$ cat config.mk
export PLATFORM = sky130hd
export DESIGN_NAME = srs_unit
export DESIGN_NICKNAME = d
export VERILOG_FILES = /design/src/rtl/srs_pkg.sv /design/src/rtl/srs_bit_engine.sv /design/src/rtl/srs_flag_next.sv /design/src/rtl/srs_unit.sv
export SDC_FILE = /design/constraint.sdc
export NUM_CORES = 1
export LEC_CHECK = 0
export BUFFER_PORTS_ARGS = -buffer_cell sky130_fd_sc_hd__buf_2
export CORE_MARGIN = 1
export CORE_UTILIZATION = 45
export CTS_CLUSTER_DIAMETER = 60
export DETAILED_ROUTE_END_ITERATION = 7
export PLACE_DENSITY = 0.8
export SLEW_MARGIN = 20
export SYNTH_ARGS = -nofsm -noshare
export SYNTH_HDL_FRONTEND = slang
export SYNTH_SLANG_ARGS = --single-unit
$ cat constraint.sdc
create_clock -name clk -period 1.3 [get_ports clk]
set_input_delay 0.195 -clock clk [delete_from_list [all_inputs] [get_ports clk]]
set_output_delay 0.195 -clock clk [all_outputs]
set_load 0.1 [all_outputs]
$ cat src/rtl/srs_pkg.sv
package srs_pkg;

  localparam int unsigned SRS_DW = 8;

  // operation codes; the numeric values are visible at the top ports
  typedef enum logic [2:0] {
    OP_ROL_CIRC  = 3'd0,
    OP_ROL_THRU  = 3'd1,
    OP_ROR_CIRC  = 3'd2,
    OP_ROR_THRU  = 3'd3,
    OP_SHL_ARITH = 3'd4,
    OP_SHR_ARITH = 3'd5,
    OP_SHR_LOGIC = 3'd6,
    OP_RESERVED  = 3'd7
  } srs_op_e;

  // packed MSB first: sign is bit 5, carry is bit 0
  typedef struct packed {
    logic sign;
    logic zero;
    logic half;
    logic parity;
    logic sub;
    logic carry;
  } srs_flags_t;

  localparam int unsigned SRS_FLAG_W = $bits(srs_flags_t);

  // 1 when the vector holds an even number of ones
  function automatic logic even_ones(input logic [SRS_DW-1:0] v);
    return ~(^v);
  endfunction

  function automatic logic is_left(input srs_op_e op);
    return (op == OP_ROL_CIRC) || (op == OP_ROL_THRU) || (op == OP_SHL_ARITH);
  endfunction

  function automatic logic is_valid(input srs_op_e op);
    return op != OP_RESERVED;
  endfunction

endpackage

$ cat src/rtl/srs_bit_engine.sv
module srs_bit_engine
  import srs_pkg::*;
#(
  parameter int unsigned DW = SRS_DW
) (
  input  logic [DW-1:0] opnd,
  input  logic          cin,
  input  srs_op_e       op,
  output logic [DW-1:0] res,
  output logic          cout
);

  localparam int unsigned MSB = DW - 1;

  logic          go_left;
  logic          passthru;
  logic          fill_lo;   // bit entering position 0 on a left move
  logic          fill_hi;   // bit entering position MSB on a right move
  logic [DW-1:0] moved;

  always_comb begin
    go_left  = is_left(op);
    passthru = !is_valid(op);
    unique case (op)
      OP_ROL_CIRC: fill_lo = opnd[MSB];
      OP_ROL_THRU: fill_lo = cin;
      default:     fill_lo = 1'b0;
    endcase
    unique case (op)
      OP_ROR_CIRC:  fill_hi = opnd[0];
      OP_ROR_THRU:  fill_hi = cin;
      OP_SHR_ARITH: fill_hi = opnd[MSB];
      default:      fill_hi = 1'b0;
    endcase
  end

  // per-bit steering: each position picks its lower or upper neighbour
  for (genvar i = 0; i < DW; i++) begin : g_lane
    logic from_lo;
    logic from_hi;
    if (i == 0) begin : g_low_end
      assign from_lo = fill_lo;
    end else begin : g_low_mid
      assign from_lo = opnd[i-1];
    end
    if (i == MSB) begin : g_high_end
      assign from_hi = fill_hi;
    end else begin : g_high_mid
      assign from_hi = opnd[i+1];
    end
    assign moved[i] = go_left ? from_lo : from_hi;
  end

  assign res  = passthru ? opnd : moved;
  assign cout = go_left ? opnd[MSB] : opnd[0];

endmodule

$ cat src/rtl/srs_flag_next.sv
module srs_flag_next
  import srs_pkg::*;
#(
  parameter int unsigned DW = SRS_DW
) (
  input  logic [DW-1:0] res,
  input  logic          cout,
  input  logic          acc_only,
  input  srs_flags_t    prev,
  output srs_flags_t    nxt
);

  logic res_zero;
  logic res_even;

  assign res_zero = (res == '0);
  assign res_even = even_ones(res);

  always_comb begin
    nxt       = prev;
    nxt.carry = cout;
    nxt.sub   = 1'b0;
    nxt.half  = 1'b0;
    if (!acc_only) begin
      nxt.parity = res_even;
      nxt.zero   = res_zero;
      nxt.sign   = res[DW-1];
    end
  end

endmodule

$ cat src/rtl/srs_unit.sv
module srs_unit
  import srs_pkg::*;
#(
  parameter int unsigned DW = SRS_DW
) (
  input  logic          clk,
  input  logic          rst_n,
  input  logic          en,
  input  logic [2:0]    op_sel,
  input  logic          acc_only,
  input  logic          carry_in,
  input  logic [DW-1:0] operand,
  output logic [DW-1:0] result,
  output logic [5:0]    flags
);

  srs_op_e    op;
  logic       eng_cout;
  logic       load_flags;
  srs_flags_t flag_q;
  srs_flags_t flag_d;

  assign op         = srs_op_e'(op_sel);
  assign load_flags = en && is_valid(op);

  srs_bit_engine #(.DW(DW)) i_engine (
    .opnd (operand),
    .cin  (carry_in),
    .op   (op),
    .res  (result),
    .cout (eng_cout)
  );

  srs_flag_next #(.DW(DW)) i_flag_next (
    .res      (result),
    .cout     (eng_cout),
    .acc_only (acc_only),
    .prev     (flag_q),
    .nxt      (flag_d)
  );

  always_ff @(posedge clk or negedge rst_n) begin
    if (!rst_n)          flag_q <= '0;
    else if (load_flags) flag_q <= flag_d;
  end

  assign flags = flag_q;

  // disabled cycles keep the register
  a_r10_hold: assert property (@(posedge clk) disable iff (!rst_n)
    !en |=> $stable(flags));

  // reserved code never loads
  a_r11_reserved_hold: assert property (@(posedge clk) disable iff (!rst_n)
    (en && op_sel == 3'd7) |=> $stable(flags));

  // subtract and half-carry cleared by any update
  a_r8_clear_sub_half: assert property (@(posedge clk) disable iff (!rst_n)
    (en && op_sel != 3'd7) |=> (!flags[1] && !flags[3]));

  // sign, zero and parity survive an accumulator-only update
  a_r9_keep_szp: assert property (@(posedge clk) disable iff (!rst_n)
    (en && op_sel != 3'd7 && acc_only) |=>
      (flags[5] == $past(flags[5]) && flags[4] == $past(flags[4])
       && flags[2] == $past(flags[2])));

  // zero follows the result that was presented
  a_r8_zero_tracks: assert property (@(posedge clk) disable iff (!rst_n)
    (en && op_sel != 3'd7 && !acc_only) |=> (flags[4] == ($past(result) == '0)));

  // logical right shift always clears sign
  a_r7_sign_clear: assert property (@(posedge clk) disable iff (!rst_n)
    (en && op_sel == 3'd6 && !acc_only) |=> !flags[5]);

  // left operations carry out the old MSB
  a_r1_left_carry: assert property (@(posedge clk) disable iff (!rst_n)
    (en && (op_sel == 3'd0 || op_sel == 3'd1 || op_sel == 3'd4))
      |=> (flags[0] == $past(operand[DW-1])));

endmodule

==> results of run 1 <==
[cells in the mapped netlist, types with 3 or more instances]
library cell  count
o21ai_0           4
xnor2_1           3
dfrtp_1           4
buf_2             4
inv_1             5
mux2_2            3
o211ai_1          3
mux2i_1           4
o31ai_1           3
o31a_1            3
o21a_1            4
a21o_1            4
ha_1              4
a21oi_1           5
nor2_1            4
[metrics by stage]
step | hold WS, ps | cell area [sq um] | setup TNS (ps) | instances | setup WS, ps
3_3_place_gp | -1.08 | 1320 | -2720 | 157 | -675
2_1_floorplan | -101 | 817 | -1800 | 81 | -447
[logic make-up after synthesis]
| group | synth area share |
|---|---|
| xor gates and xnor gates | 0.0405 |
| AOI/OAI and AO/OA | 0.385 |
| other | 0.00577 |
| and+or+nand+nor | 0.112 |
| DFF | 0.154 |
| buffers and inverters | 0.0886 |
| muxes | 0.137 |
| adders and majority gates | 0.0771 |
==> metrics.cfg, run 1 <==
[place]
port_buffers=27
dp_hpwl_microns=3180
gp_congestion=0.898

[floorplanning]
fp-row-count=13
die_w_microns=40.0
fp.dieH_microns=40.0
boundaryPins=30
start_util=0.493

[yosys]
synth_top_area_share=0.154
syn_avg_cell_area_sq_um=8.12
synth_edf_count=0
synth.distinct_cells=34
syn_area_sq_um=649
netlist_instances=80
ys_seq_area_frac=0.154
synth_top_area_cell=dfrtp_1
ys.warnings.count=0
synthArstFlopShare=1.00
ys.flop_type=dfrtp_1
ys_seq_elements=4
synthTopCellsByArea=dfrtp_1 (15%), ha_1 (7.7%), mux2i_1 (6.2%)

[status]
run.stop_error=[ERROR DPL-0033] detailed placement checks failed during check placement.
status=stopped before the end
stop_stage=3_5_place_dp

==> inputs of run 2 (changes only) <==
- CORE_AREA: unset -> 2 2 63 65
- CORE_MARGIN: 1 -> unset
- CORE_UTILIZATION: 45 -> unset
- CTS_CLUSTER_DIAMETER: 60 -> unset
- DIE_AREA: unset -> 0 0 65 67
- PLACE_DENSITY: 0.8 -> unset
- PLACE_DENSITY_LB_ADDON: unset -> 0.15
==> run 2 against run 1 <==
Against the previous run:
- area after synthesis is the same
- the flow now finishes, with violations (negative setup slack)
- synthesized cell count unchanged
==> metrics.cfg, run 2 <==
[status]
status=complete, but fails checks
violations=negative setup slack

[yosys]
ys.flop_type=dfrtp_1
syn_avg_cell_area_sq_um=8.12
syn_area_sq_um=649
ys_seq_area_frac=0.154
synth.distinct_cells=34
ys.warnings.count=0
synthArstFlopShare=1.00
ys_seq_elements=4
synth_edf_count=0
synth_top_area_share=0.154
netlist_instances=80
synth_top_area_cell=dfrtp_1
synthTopCellsByArea=dfrtp_1 (15%), ha_1 (7.7%), mux2i_1 (6.2%)
synthTopCellsByCount=a21oi_1 (5), inv_1 (5)

[timing]
timing.final.crit_share=1.31
timing.final.max_slew_violations=0
setup_violations=9
tns_ps=-1360
finalCriticalPeriod_ps=1710
hold_viol=0
holdWs_ps=268
setup_ws_ps=-409
rsz0062_at_grt=yes
max_freq_mhz=585
skew_ps=0

[route]
wl_microns=2530
drt.antenna.violating_nets=0
avgRoutedWirePerCell_microns=12.4
drt_iter0_markers=44
vias=937
drc=0
first_pass_iters=4
via_per_inst=4.57

[clock_network]
h-tree-depth=1
ctsLongestPathBuffers=2
cts_tree=done
clk_pin_slew_ps=30
worstSkewPairLatency_ps=220
clock-root-buffer=clkbuf_8
cts-buffers-inserted=3
cts_sinks=4

[place]
port_buffers=27
post_dp_cell_area_sq_um=1390
gp_congestion=0.775
dp_hpwl_microns=2030

[final_layout]
mostFrequentLayoutCell=buf_4
multiInputGateArea_sq_um=668
diodes=0
num-fill-cells=346
fin_area_sq_um=1630
regArea_sq_um=101
final_nets=178
syn2layout_area_growth_pct=150
fin_util=0.451
largest_register_ffs=4
layout_common_cells=buf_4 (43), buf_2 (15), buf_12 (12), buf_6 (6)
drive_gt1_frac=0.675

[global_routing]
grt_pass1_vias=995
overflow=0
grt_pass1_wl_microns=4310
grt_antenna_before_repair=0
grt_start_max_net_pins=12
grt.total_usage=0.127

[critical_path]
crit_required_ps=1400
critPathLaunchType=input port
arrival_ps=1810
path_class=input port to flip-flop
cp-end-kind=flip-flop
cp_max_fo=8

[pwr]
p_leak_uw=0.000767
p_per_area_nw_per_um2=966
vdd_drop_max_mv=0.422

[floorplanning]
core_sq_um=3610
fp.dieH_microns=67
fp-row-count=22
die_area_sq_um=4360
boundaryPins=30
start_util=0.180
die_w_microns=65

[job]
max_cap_violations=0

[min_path]
worstHoldPathType=input port to flip-flop

==> run 2: cell counts after synthesis <==
Identical to the previous run, type by type.
==> run 2: what timing repair did <==
item | 4_1_cts | 5_1_grt
resized for setup | 20 | 4
cloned | 1 | 0
hold buffers | 1 | 0
endpoints found under the setup margin | 11 | 10
buffers inserted | 7 | 4
pin swaps | 10 | 6
endpoints found under the hold margin | 4 | 0
==> run 2: through the flow <==
step           power (uW)  std cells  worst slack (ps)
5_1_grt              1650        205              -500
6_report             1570        205              -409
3_5_place_dp         1210        192              -720
2_1_floorplan         871         81              -447
4_1_cts              1570        204              -409
3_3_place_gp         1210        192              -718
==> run 2: metal layers <==
layer / vias to the layer above / routed length (microns) / share of wire / global-route usage
met1: 454 / 1020 / 0.40 / 0.143
li1: 460 / - / - / -
met5: - / 0 / 0 / 0
met4: 0 / 19 / 0.0075 / 0.0319
met2: 21 / 1360 / 0.54 / 0.237
met3: 2 / 131 / 0.052 / 0.0304
==> run 2: cells by family (layout without fill, tap and decap cells) <==
family	Yosys count	count (layout)	share of synthesized area
AO/OA/AOI/OAI	35	35	0.385
XOR/XNOR	3	3	0.0405
adder cells (fa/ha/maj)	4	4	0.0771
buffers and inverters	12	87	0.0886
flip-flops	4	4	0.154
multiplexers	8	8	0.137
other	1	2	0.00577
AND/OR/NAND/NOR	13	14	0.112
==> run 2: final timing paths <==
check | start | to | slack, ps | cells past startpoint
worst max-delay path | op_sel[0] | flags[2]$_DFFE_PN0P_ | -410 | 8
worst min-delay path | en | flags[0]$_DFFE_PN0P_ | 270 | 2
worst max register to register | flags[0]$_DFFE_PN0P_ | flags[0]$_DFFE_PN0P_ | 300 | 3
worst min register to register | flags[5]$_DFFE_PN0P_ | flags[5]$_DFFE_PN0P_ | 500 | 1
max in group asynchronous | rst_n | flags[0]$_DFFE_PN0P_ | 850 | 2
min in group asynchronous | rst_n | flags[5]$_DFFE_PN0P_ | 320 | 2
==> run 2: layout make-up <==
cell class / count / area share
Sequential cell: 4 / 0.0623
Clock buffer: 4 / 0.0277
Timing Repair Buffer: 78 / 0.449
Inverter: 5 / 0.0131
Multi-Input combinational cell: 66 / 0.411
Tap cell: 48 / 0.0369
==> run 2: critical path, cell delays in order <==
cell and delay, ps:
buf_12 110, mux2_4 290, a221o_1 340, o21ai_1 90
ha_1 270, xnor2_2 140, xnor2_1 120, mux2_2 250
==> run 2: power by group <==
group | switching (uW) | internal [uW] | total (uW) | leakage, uW
Sequential | 16.1 | 154 | 170 | 0.0000488
Combinational | 673 | 451 | 1120 | 0.000696
Clock | 68.4 | 210 | 278 | 0.0000228
Total | 757 | 815 | 1570 | 0.000767
No activity file was read; power rests on OpenSTA's default activity.
